`config.mk`:
```
export PLATFORM = sky130hd
export DESIGN_NAME = gap_guard
export DESIGN_NICKNAME = d
export VERILOG_FILES = /design/src/rtl/gap_guard_pkg.sv /design/src/rtl/gap_guard_ctrl.sv /design/src/rtl/gap_guard_dp.sv /design/src/rtl/gap_guard.sv
export SDC_FILE = /design/constraint.sdc
export NUM_CORES = 1
export LEC_CHECK = 0
export BUFFER_PORTS_ARGS = -buffer_cell sky130_fd_sc_hd__clkbuf_2
export CAP_MARGIN = 10
export CORE_AREA = 2 2 39 41
export CTS_CLUSTER_DIAMETER = 100
export DETAILED_ROUTE_END_ITERATION = 16
export DIE_AREA = 0 0 41 43
export HOLD_SLACK_MARGIN = 0.15
export PLACE_DENSITY = 0.58
export SLEW_MARGIN = 20
export SYNTH_ARGS = -nofsm -noshare
export SYNTH_HDL_FRONTEND = slang
export SYNTH_HIERARCHICAL = 1
export SYNTH_SLANG_ARGS = --single-unit
export TNS_END_PERCENT = 10
```
`constraint.sdc`:
```
create_clock -name clk -period 2.6 [get_ports clk]
set_clock_uncertainty 0.05 [all_clocks]
set_input_delay 0.26 -clock clk [delete_from_list [all_inputs] [get_ports clk]]
set_output_delay 0.26 -clock clk [all_outputs]
set_load 0.1 [all_outputs]
```
`src/rtl/gap_guard_pkg.sv`:
```
package gap_guard_pkg;

  // Strobes sent from control to datapath each cycle
  typedef struct packed {
    logic restart;    // clear timer and counter
    logic checkPass;  // sampling edge with both nulls present
    logic checkFail;  // sampling edge with a missing null
  } gap_strobe_t;

endpackage

```
`src/rtl/gap_guard_ctrl.sv`:
```
module gap_guard_ctrl
  import gap_guard_pkg::*;
(
  input  logic        clk,
  input  logic        rstN,
  input  logic        lowSpeed,
  input  logic        lastBitPulse,
  input  logic        nullUpper,
  input  logic        nullLower,
  input  logic        intervalDone,
  input  logic        gapFull,
  output gap_strobe_t strobe
);

  logic modeReg;
  logic modeChange;
  logic bothNull;
  logic evalNow;

  // Remember the speed seen on the previous edge; a difference restarts
  always_ff @(posedge clk) begin
    modeReg <= lowSpeed;
  end

  assign modeChange = rstN && (lowSpeed != modeReg);
  assign bothNull   = nullUpper && nullLower;

  always_comb begin
    strobe.restart   = lastBitPulse || modeChange;
    evalNow          = intervalDone && !gapFull && !strobe.restart;
    strobe.checkPass = evalNow && bothNull;
    strobe.checkFail = evalNow && !bothNull;
  end

endmodule

```
`src/rtl/gap_guard_dp.sv`:
```
module gap_guard_dp
  import gap_guard_pkg::*;
#(
  parameter int HS_PERIOD  = 10,
  parameter int LS_PERIOD  = 80,
  parameter int GAP_CHECKS = 3
) (
  input  logic        clk,
  input  logic        rstN,
  input  logic        lowSpeed,
  input  gap_strobe_t strobe,
  output logic        intervalDone,
  output logic        gapFull
);

  localparam int MAX_PERIOD = (LS_PERIOD > HS_PERIOD) ? LS_PERIOD : HS_PERIOD;
  localparam int TIMER_W    = $clog2(MAX_PERIOD);
  localparam int CNT_W      = $clog2(GAP_CHECKS + 1);
  localparam logic [TIMER_W-1:0] HS_LAST = TIMER_W'(HS_PERIOD - 1);
  localparam logic [TIMER_W-1:0] LS_LAST = TIMER_W'(LS_PERIOD - 1);
  localparam logic [CNT_W-1:0]   CNT_TOP = CNT_W'(GAP_CHECKS);

  logic [TIMER_W-1:0] intervalTimer;
  logic [TIMER_W-1:0] timerLast;
  logic [CNT_W-1:0]   gapCount;

  assign timerLast    = lowSpeed ? LS_LAST : HS_LAST;
  assign intervalDone = (intervalTimer == timerLast);
  assign gapFull      = (gapCount == CNT_TOP);

  // Interval timer: runs freely, wraps at the sampling edge
  always_ff @(posedge clk) begin
    if (!rstN || strobe.restart || intervalDone) begin
      intervalTimer <= '0;
    end else begin
      intervalTimer <= intervalTimer + 1'b1;
    end
  end

  // Gap counter: advances on a pass, clears on a fail, holds when full
  always_ff @(posedge clk) begin
    if (!rstN || strobe.restart || strobe.checkFail) begin
      gapCount <= '0;
    end else if (strobe.checkPass) begin
      gapCount <= gapCount + 1'b1;
    end
  end

endmodule

```
`src/rtl/gap_guard.sv`:
```
module gap_guard
  import gap_guard_pkg::*;
#(
  parameter int HS_PERIOD  = 10,
  parameter int LS_PERIOD  = 80,
  parameter int GAP_CHECKS = 3
) (
  input  logic clk,
  input  logic rstN,
  input  logic lowSpeed,
  input  logic lastBitPulse,
  input  logic nullUpper,
  input  logic nullLower,
  output logic rxEnable
);

  gap_strobe_t strobe;
  logic        intervalDone;
  logic        gapFull;

  gap_guard_ctrl u_ctrl (
    .clk          (clk),
    .rstN         (rstN),
    .lowSpeed     (lowSpeed),
    .lastBitPulse (lastBitPulse),
    .nullUpper    (nullUpper),
    .nullLower    (nullLower),
    .intervalDone (intervalDone),
    .gapFull      (gapFull),
    .strobe       (strobe)
  );

  gap_guard_dp #(
    .HS_PERIOD  (HS_PERIOD),
    .LS_PERIOD  (LS_PERIOD),
    .GAP_CHECKS (GAP_CHECKS)
  ) u_dp (
    .clk          (clk),
    .rstN         (rstN),
    .lowSpeed     (lowSpeed),
    .strobe       (strobe),
    .intervalDone (intervalDone),
    .gapFull      (gapFull)
  );

  assign rxEnable = gapFull;

endmodule

```
==> summary.md, run 1 <==
| Metric | Value |
|---|---|
| Status | `completed` |
| Fmax achieved | `418 MHz` |
| GRT overflow | `0` |
| Post-CTS Setup Inserts | `0` |
| Cells after Synth | `48` |
| CTS buffer count | `3` |
| Adder-cell share of the synthesized area | `5.17%` |
| Period utilisation layout | `about 92%` |
| Die X | `41 um` |
| Vias per cell | `5.05` |
| CP max stage delay | `0.53 ns` |
| RSZ-0062 raised after global routing | `no` |
| Clock slew at reported path FFs | `0.06 ns` |
| Combinational power share | `5.9%` |
| Worst-Skew Late Latency | `0.26 ns` |
| Critical path, cell by cell | `dlygate4sd3_1 -> clkbuf_2 -> or4_4 -> a2111oi_4 -> nand2b_1 -> nor4_2 -> mux2i_1 -> nor3_1` |
| Setup crit start kind | `input pin` |
| Die Y | `43 um` |
| Initial antenna violation count | `0` |
| Fraction of registers with async set or reset after synthesis | `0%` |
| Sw frac | `a little under 20%` |
| Tot GR Track Use | `between 10% and 20%` |
| Detailed-placement wirelength estimate | `621 um` |
| Simple-Gate Fraction of Synth Area | `31.3%` |
| Violation count after the first detailed-routing iteration | `4` |
| CP Class | `input pin to flop` |
| Number of max-cap violations | `0` |
| Crit-path max FO | `4` |
| Filler instances | `137` |
| Via count | `379` |
| Post-synth top area share | `41.3%` |
| PwrDens | `533 nW/um2` |
| Post-synth EDFFs | `0` |
| Setup TNS Final | `0 ns` |
| DRC viols | `0` |
| Final core occ | `a little over two fifths` |
| Power Internal | `250 uW` |
| Max clock buf depth | `2` |
| Mapped Area | `484 um2` |
| Sw Pwr | `just over 60 uW` |
| Hold Vio Cnt, Final | `0` |
| Mux contribution to synthesized area | `about 2.1%` |
| Leakage | `about 0.00020 uW` |
| Clock tree from TritonCTS | `done` |
| Clock network fraction of total power | `43.4%` |
| Area Overhead vs Synth | `20.7%` |
| Primary FF master, synth | `dfxtp_1` |
| CP arrival | `between 2 and 2.5 ns` |
| Post-DP Area | `538 um2` |
| Layout cells sized above 1 | `a little over a quarter` |
| Final GP Congestion | `roughly 0.74` |
| Most common cell in the netlist | `dfxtp_1` |
| Critical path required time | `2.69 ns` |
| Fin crit period | `2.39 ns` |
| Xor/xnor share of the synthesized area | `around 9.0%` |
| Hold Buf Count CTS | `1` |
| FP Rows | `14` |
| Largest net degree at the start of global routing | `10` |
| Post-synthesis compound-gate area fraction | `10.3%` |
| CTS Root Cell | `clkbuf_4` |
| Total die area | `1760 um2` |
| Worst Setup End Kind | `flop` |
| Clock tree sinks | `10` |
| Yosys warns | `6` |
| Initial core utilization | `35.0%` |
| Sequential-to-total area share from yosys stat | `41.3%` |
| WL/cell | `11.4 um` |
| Final WL | `854 um` |
| Syn Nets | `56` |
| I/O Buffers | `6` |
| DRT Pass-1 Iters | `2` |
| First-pass GRT wire length | `about 1400 um` |
| Top post-synthesis cells by count | `dfxtp_1, nor3_1, nand2_1` |
| Top cells by area, synth | `dfxtp_1, a2111oi_4, xor2_1, ha_1, nor3_1` |
| Setup-failing EPs final | `0` |
| ANT cells | `0` |
| Worst-Margin Slew | `0.537 ns` |
| Final #Nets | `68` |
| HP Class | `input pin to flop` |
| Synth area leader | `dfxtp_1` |
| IO Pins | `7` |
| Post-DRT Antenna Nets | `0` |
| Peak VDD IR | `roughly 0.23 mV` |
| Core area | `1380 um2` |
| Post-Syn Area per Cell | `10.1 um2` |
| Post_cts resized | `0` |
| Seq pwr share | `50.6%` |
| Hold_ws | `0.342 ns` |
| Final Cell Area | `584 um2` |
| Slew Limit Headroom | `64.4%` |
| Vias in the first global route | `355` |
| Largest family of logic cells by synthesized area | `simple AND/OR/NAND/NOR gates` |
| H-tree levels | `1` |
| Max Slew Vio Count | `0` |
| Synth unique cells | `23` |
| Critical Path Slowest Stage Cell | `dlygate4sd3_1` |
| Number of synthesized register bits | `10` |
-- power by group through the flow --
stage               Clock, uW  Combinational [uW]  Sequential [uW]
global placement            0                17.3              161
floorplan                   0                11.2              161
CTS                       142                18.9              157
global route              148                20.8              158
detailed placement          0                17.6              161
finish                    135                18.5              158
-- cells by family (layout without fill, tap and decap cells) --
kind of cell,count (synthesis),in the layout
adder cells (fa/ha/maj),2,2
buffers and inverters,1,12
AND/OR/NAND/NOR,24,24
flip-flops,10,10
multiplexers,1,1
XOR/XNOR,5,5
AO/OA/AOI/OAI,5,5
-- final timing paths --
check	start	to	slack, ns	cells past startpoint
setup / recovery	lowSpeed	u_dp/gapCount[1]$_SDFFE_PP0P_	0.21	8
hold / removal	lastBitPulse	u_dp/gapCount[0]$_SDFFE_PP0P_	0.34	3
setup reg to reg	u_dp/intervalTimer[2]$_SDFF_PP0_	u_dp/gapCount[1]$_SDFFE_PP0P_	0.37	6
hold reg to reg	u_dp/intervalTimer[0]$_SDFF_PP0_	u_dp/intervalTimer[0]$_SDFF_PP0_	0.44	1
-- through the flow --
stage / total power [uW] / worst slack [ns] / cells
floorplan: 172 / 0.428 / 48
global placement: 178 / 0.418 / 70
detailed placement: 179 / 0.364 / 70
CTS: 319 / 0.192 / 75
global route: 327 / 0.0820 / 75
finish: 311 / 0.210 / 75
-- routing by layer --
| layer | wire length, um | up-vias | share of wire [%] | GRT usage (%) |
|---|---|---|---|---|
| li1 | - | 198 | - | - |
| met3 | 41 | 2 | 4.8 | 3.14 |
| met2 | 407 | 7 | 48 | 18.4 |
| met4 | 4 | 0 | 0.47 | 10.0 |
| met1 | 401 | 172 | 47 | 13.4 |
| met5 | 0 | - | 0 | 0 |
-- flip-flops by register name, summed over array words and instances (netlist names) --
register	count
u_dp/intervalTimer	7
u_ctrl/modeReg	1
u_dp/gapCount	2
-- layout make-up --
class                           instances  area, um2  share of cell area, %
Tap cell                               16       20.0                   3.43
Sequential cell                        10        200                   34.3
Timing Repair Buffer                    8       47.5                   8.14
Multi-Input combinational cell         37        280                   48.0
Clock buffer                            4       36.3                   6.21
-- critical path, delay by kind of cell --
family,cells,cell delay (ns)
compound gates,1,0.38
simple gates,4,0.93
mux,1,0.24
buf+inv,2,0.67
-- layout by cell type, fill, tap and decap left out, drive strengths merged --
cell type,Yosys,layout
xnor2,2,2
nor3,5,5
nor4b,1,1
a21oi,1,1
nand2b,2,2
buf,0,1
nand2,4,4
xor2,3,3
or3,2,2
dfxtp,10,10
dlygate4sd3,0,1
o21ai,2,2
nand3,3,3
and2,1,1
clkbuf,1,10
a211oi,1,1
nor4,1,1
or4,1,1
nand4,1,1
or2,1,1
mux2i,1,1
nor3b,1,1
ha,2,2
nor2,1,1
a2111oi,1,1
No activity file was read; power rests on OpenSTA's default activity.
==> inputs of run 2 (changes only) <==
- SETUP_SLACK_MARGIN: unset -> 0.5
- clock period: 2.6 -> 2.7 ns (I/O delays scaled with it)
==> run 2 against run 1 <==
Worst hold slack improved by 0.038 ns. Utilization rose by 2.3 points. Final area rose by 5.4%. Largest cell class unchanged. Highest routed layer is now met3.
==> summary.md, run 2 (synthesis results as in run 1) <==
| Metric | Value |
|---|---|
| Core area | `around 1400 um2` |
| Leakage | `0.000219 uW` |
| RSZ-0062 raised after global routing | `yes` |
| Met3 Use GR | `4.71%` |
| Final core occ | `44.5%` |
| Setup-failing EPs final | `0` |
| GR peak layer | `met2` |
| Peak VDD IR | `between 0.15 and 0.2 mV` |
| Final #Nets | `72` |
| Period utilisation layout | `approximately four fifths` |
| M1 GR Usage | `12.5%` |
| Via count | `390` |
| Commonest non-fill, non-tap cell in the layout | `dfxtp_1` |
| Sw frac | `21.0%` |
| Number of max-cap violations | `0` |
| Worst-Margin Slew | `around 0.54 ns` |
| Initial antenna violation count | `0` |
| Clock network fraction of total power | `around 36%` |
| Most frequent cells in the layout | `dfxtp_1, clkbuf_2, buf_4, nor3_1, nand2_1` |
| Hold_ws | `0.380 ns` |
| Placed cell count | `70` |
| Power Internal | `210 uW` |
| CP Class | `flop to flop` |
| Met2 Use GR | `17.5%` |
| GRT overflow | `0` |
| Worst-Skew Late Latency | `~0.25 ns` |
| Fmax achieved | `469 MHz` |
| Die Y | `43 um` |
| Setup TNS Final | `0 ns` |
| Finished Layout Cells | `between 70 and 80` |
| Crit-path max FO | `3` |
| Final WL | `862 um` |
| HP Class | `input pin to flop` |
| Die X | `between 40 and 50 um` |
| Reg with most FFs | `u_dp/intervalTimer` |
| Cells on Worst Hold Path | `3` |
| CP arrival | `2.21 ns` |
| CTS buffer count | `3` |
| CTS Root Cell | `clkbuf_4` |
| CP startpoint | `u_dp/intervalTimer[6]$_SDFF_PP0_` |
| RR Endpoint | `u_dp/gapCount[1]$_SDFFE_PP0P_` |
| Max Slew Vio Count | `0` |
| Vias in the first global route | `341` |
| Crit path to | `u_dp/gapCount[1]$_SDFFE_PP0P_` |
| I/O Buffers | `6` |
| Clock tree from TritonCTS | `done` |
| Max clock buf depth | `2` |
| Post-DRT Antenna Nets | `0` |
| Max reg flops | `7` |
| Detailed-placement wirelength estimate | `roughly 620 um` |
| Filler instances | `about 140` |
| PwrDens | `431 nW/um2` |
| Setup crit start kind | `flop` |
| Sw Pwr | `55.8 uW` |
| Violation count after the first detailed-routing iteration | `10` |
| H-tree levels | `1` |
| R2R setup slack | `0.57 ns` |
| Layout cells sized above 1 | `35.5%` |
| ANT cells | `0` |
| Initial core utilization | `between 30% and 40%` |
| Multi-input logic area | `289 um2` |
| Final GP Congestion | `roughly 0.77` |
| Tot GR Track Use | `around an eighth` |
| Seq. cell area | `206 um2` |
| Area Overhead vs Synth | `27.1%` |
| Length in cells of the worst reg-to-reg path | `6` |
| Combinational power share | `7.4%` |
| Vias per cell | `approximately 5.0` |
| DRC viols | `0` |
| Hold Vio Cnt, Final | `0` |
| Fin crit period | `2.13 ns` |
| Critical path required time | `2.78 ns` |
| IO Pins | `7` |
| First-pass GRT wire length | `1320 um` |
| Largest net degree at the start of global routing | `10` |
| Status | `completed` |
| Worst Setup End Kind | `flop` |
| Clock slew at reported path FFs | `0.06 ns` |
| Slew Limit Headroom | `64.4%` |
| Seq pwr share | `56.8%` |
| WL/cell | `11.1 um` |
| Reg-to-reg startpoint | `u_dp/intervalTimer[6]$_SDFF_PP0_` |
| Clock tree sinks | `10` |
| Total die area | `between 1500 and 2000 um2` |
| FP Rows | `14` |
| Top Registers | `u_dp/intervalTimer: 7 flops, u_dp/gapCount: 2 flops, u_ctrl/modeReg: 1 flops` |
| DRT Pass-1 Iters | `4` |
[run 2: changes by cell type in the layout (fill, tap and decap cells not counted), sizes merged]
| cell | previous run | this run |
|---|---|---|
| clkbuf | 10 | 9 |
| buf | 1 | 5 |
[run 2: worst max-delay path: stages, from the launching register on]
cell and delay [ns]:
dfxtp_2 0.32, or4_4 0.52, a2111oi_4 0.34, nand2b_1 0.16, nor4_4 0.34, mux2i_1 0.22, nor3_1 0.06
[run 2: how the worst min path moves through the flow]
stage | to | start | slack (ns)
after floorplan | u_ctrl/modeReg$_DFF_P_ | lowSpeed | 0.25
after global placement | u_ctrl/modeReg$_DFF_P_ | lowSpeed | 0.39
after detailed placement | u_ctrl/modeReg$_DFF_P_ | lowSpeed | 0.39
after CTS | u_dp/gapCount[1]$_SDFFE_PP0P_ | lastBitPulse | 0.39
after global routing | u_dp/gapCount[1]$_SDFFE_PP0P_ | lastBitPulse | 0.39
final | u_dp/gapCount[1]$_SDFFE_PP0P_ | lastBitPulse | 0.38
[run 2: metrics by stage]
| step | setup WS [ns] | area (um2) | power, uW |
|---|---|---|---|
| 2_1_floorplan | 0.528 | 484 | 165 |
| 3_3_place_gp | 0.532 | 538 | 172 |
| 3_5_place_dp | 0.480 | 538 | 172 |
| 4_1_cts | 0.520 | 579 | 272 |
| 5_1_grt | 0.493 | 616 | 280 |
| 6_report | 0.570 | 616 | 265 |
[run 2: area by class of cell]
class,count,share of cell area (%)
multi-input combinational,37,47.0
sequential,10,33.5
timing repair buffer,12,12.6
clock buffer,3,3.66
tap,16,3.25
[run 2: metal layers]
metal,share of wire [%],wire (um),vias up
met5,0,0,-
met4,0,0,0
met3,3.8,33,0
li1,-,-,205
met2,47,407,7
met1,49,422,178
[run 2: power groups by stage]
stage          logic (uW)  registers [uW]  clock network, uW
6_report             19.6             151               95.0
5_1_grt              21.4             151                108
4_1_cts              19.3             152                101
3_5_place_dp         17.0             155                  0
3_3_place_gp         16.6             155                  0
2_1_floorplan        10.8             155                  0
[run 2: what timing repair did]
action,4_1_cts,5_1_grt
resized for setup,1,4
endpoints found under the hold margin,1,0
pin swaps,0,3
hold buffers,1,0
setup endpoints to repair,1,2
setup buffers,0,4
==> inputs of run 3 (changes only) <==
- PLACE_DENSITY: 0.58 -> 0.6
- clock period: 2.7 -> 1.7 ns (I/O delays scaled with it)
==> run 3 against run 2 <==
The flow now finishes with violations (negative setup slack). Utilization up 5.3 points. Cell count rose by 5.1%. Die area unchanged. Clock power increased by 120%. Final area grew 12%. Combinational power rose by 110%. Register-to-register slack got worse by 0.90 ns. Wire length up 14%. Fmax is 5.1% higher. Critical path depth unchanged. Highest routed layer unchanged.
==> summary.md, run 3 (synthesis results as in run 1) <==
| Metric | Value |
|---|---|
| Status | `finished with violations` |
| Failing checks | `negative setup slack` |
| Finished Layout Cells | `82` |
| Setup ws final | `-0.326 ns` |
| Clock network fraction of total power | `42.9%` |
| RR Endpoint | `u_dp/gapCount[1]$_SDFFE_PP0P_` |
| CP arrival | `~2.1 ns` |
| Die Y | `43 um` |
| Clock slew at reported path FFs | `0.07 ns` |
| Max Slew Vio Count | `0` |
| Leakage | `0.000256 uW` |
| Max reg flops | `7` |
| Slew Limit Headroom | `80.4%` |
| Power Internal | `390 uW` |
| Setup-failing EPs final | `2` |
| Placed cell count | `76` |
| IO Pins | `7` |
| Core area | `around 1400 um2` |
| Fmax achieved | `494 MHz` |
| Reg-to-reg startpoint | `u_dp/intervalTimer[2]$_SDFF_PP0_` |
| Most frequent cells in the layout | `dfxtp_1, buf_4, clkbuf_2, nor3_1, nand2_1` |
| Vias per cell | `5.15` |
| Worst-Margin Slew | `0.294 ns` |
| Initial antenna violation count | `0` |
| Detailed-placement wirelength estimate | `667 um` |
| Violation count after the first detailed-routing iteration | `7` |
| Top Registers | `u_dp/intervalTimer: 7 flops, u_dp/gapCount: 2 flops, u_ctrl/modeReg: 1 flops` |
| R2R setup slack | `-0.33 ns` |
| HP Class | `input pin to flop` |
| Length in cells of the worst reg-to-reg path | `6` |
| Seq. cell area | `201 um2` |
| Worst Setup End Kind | `flop` |
| Critical path, cell by cell | `or4_4 -> a2111oi_4 -> nand2b_1 -> nor4_4 -> mux2i_1 -> nor3_1` |
| Final WL | `980 um` |
| Total Power | `492 uW` |
| Final #Nets | `75` |
| Reg with most FFs | `u_dp/intervalTimer` |
| Crit path to | `u_dp/gapCount[1]$_SDFFE_PP0P_` |
| Final GP Congestion | `0.794` |
| CP max stage delay | `between 0.5 and 0.6 ns` |
| Vias in the first global route | `429` |
| Layout cells sized above 1 | `40.9%` |
| FP Rows | `14` |
| I/O Buffers | `6` |
| Multi-input logic area | `312 um2` |
| Clock tree from TritonCTS | `done` |
| CTS buffer count | `3` |
| ANT cells | `0` |
| RSZ-0062 raised after global routing | `yes` |
| PwrDens | `714 nW/um2` |
| First-pass GRT wire length | `1570 um` |
| Area Overhead vs Synth | `42.4%` |
| Hold_ws | `0.178 ns` |
| H-tree levels | `1` |
| Die X | `41 um` |
| WL/cell | `12.0 um` |
| CP Class | `flop to flop` |
| Final core occ | `between 40% and 50%` |
| Fin crit period | `2.03 ns` |
| CTS Root Cell | `clkbuf_4` |
| Peak VDD IR | `0.398 mV` |
| DRC viols | `0` |
| Seq pwr share | `48.7%` |
| Commonest non-fill, non-tap cell in the layout | `dfxtp_1` |
| Filler instances | `138` |
| Sw frac | `roughly 21%` |
| Post-DRT Antenna Nets | `0` |
| Largest net degree at the start of global routing | `10` |
| Initial core utilization | `a little over a third` |
| Crit-path max FO | `2` |
| Hold Vio Cnt, Final | `0` |
| DRT Pass-1 Iters | `4` |
| GRT overflow | `0` |
| Clock tree sinks | `10` |
| Number of max-cap violations | `0` |
| Sw Pwr | `102 uW` |
| Total die area | `1760 um2` |
| Combinational power share | `8.4%` |
| Setup crit start kind | `flop` |
| Via count | `422` |
| Tot GR Track Use | `~14%` |
| Critical path required time | `1.80 ns` |
| Worst-Skew Late Latency | `approximately 0.26 ns` |
| Period utilisation layout | `119%` |
| Critical Path Slowest Stage Cell | `or4_4` |
| Max clock buf depth | `2` |
| CP startpoint | `u_dp/intervalTimer[2]$_SDFF_PP0_` |
## run 3: cell count changes in the layout (fill, tap and decap cells not counted), sizes merged
cell | before | now
buf | 5 | 8
clkbuf | 9 | 10
## run 3: worst max-delay path: cells and delay by family (launching register included)
family             cells  cell delay (ns)
AOI/OAI and AO/OA      1             0.34
DFF                    1             0.31
muxes                  1             0.23
and+or+nand+nor        4             0.98
## run 3: cell type report
type	count	share of cell area, %
clock buffer	4	5.26
multi-input combinational	37	45.2
sequential	10	29.2
tap	16	2.90
timing repair buffer	15	17.4
## run 3: through the flow
stage | worst slack, ns | setup TNS, ns | area (um2)
2_1_floorplan | -0.391 | -0.722 | 493
3_3_place_gp | -0.276 | -0.505 | 592
3_5_place_dp | -0.336 | -0.577 | 592
4_1_cts | -0.333 | -0.578 | 673
5_1_grt | -0.443 | -0.838 | 689
6_report | -0.326 | -0.612 | 689
## run 3: how the worst min path moves through the flow
stage	start	end	slack (ns)	depth (start not counted)
after global routing	rstN	u_dp/intervalTimer[0]$_SDFF_PP0_	0.20	3
after CTS	rstN	u_dp/intervalTimer[5]$_SDFF_PP0_	0.17	3
after global placement	lowSpeed	u_ctrl/modeReg$_DFF_P_	0.36	2
final	rstN	u_dp/intervalTimer[5]$_SDFF_PP0_	0.18	3
after detailed placement	lowSpeed	u_ctrl/modeReg$_DFF_P_	0.36	2
after floorplan	lowSpeed	u_ctrl/modeReg$_DFF_P_	0.15	0
## run 3: power by group through the flow
stage	clock network, uW	logic (uW)	registers (uW)
global route	227	45.6	240
floorplan	0	18.6	246
CTS	216	39.7	239
global placement	0	34.9	244
finish	211	41.2	240
detailed placement	0	35.1	245
## run 3: repair_timing
action / CTS / global route
resized for setup: 8 / 1
endpoints found under the hold margin: 1 / 0
setup endpoints to repair: 10 / 10
buffers inserted: 0 / 1
hold buffers: 1 / 0
pin swaps: 3 / 4
## run 3: per-layer routing
metal	track usage [%]	vias up	share of wire, %
met4	8.00	0	0
met3	6.28	0	3.9
met5	0	-	0
li1	-	213	-
met1	13.1	199	45
met2	22.2	10	51
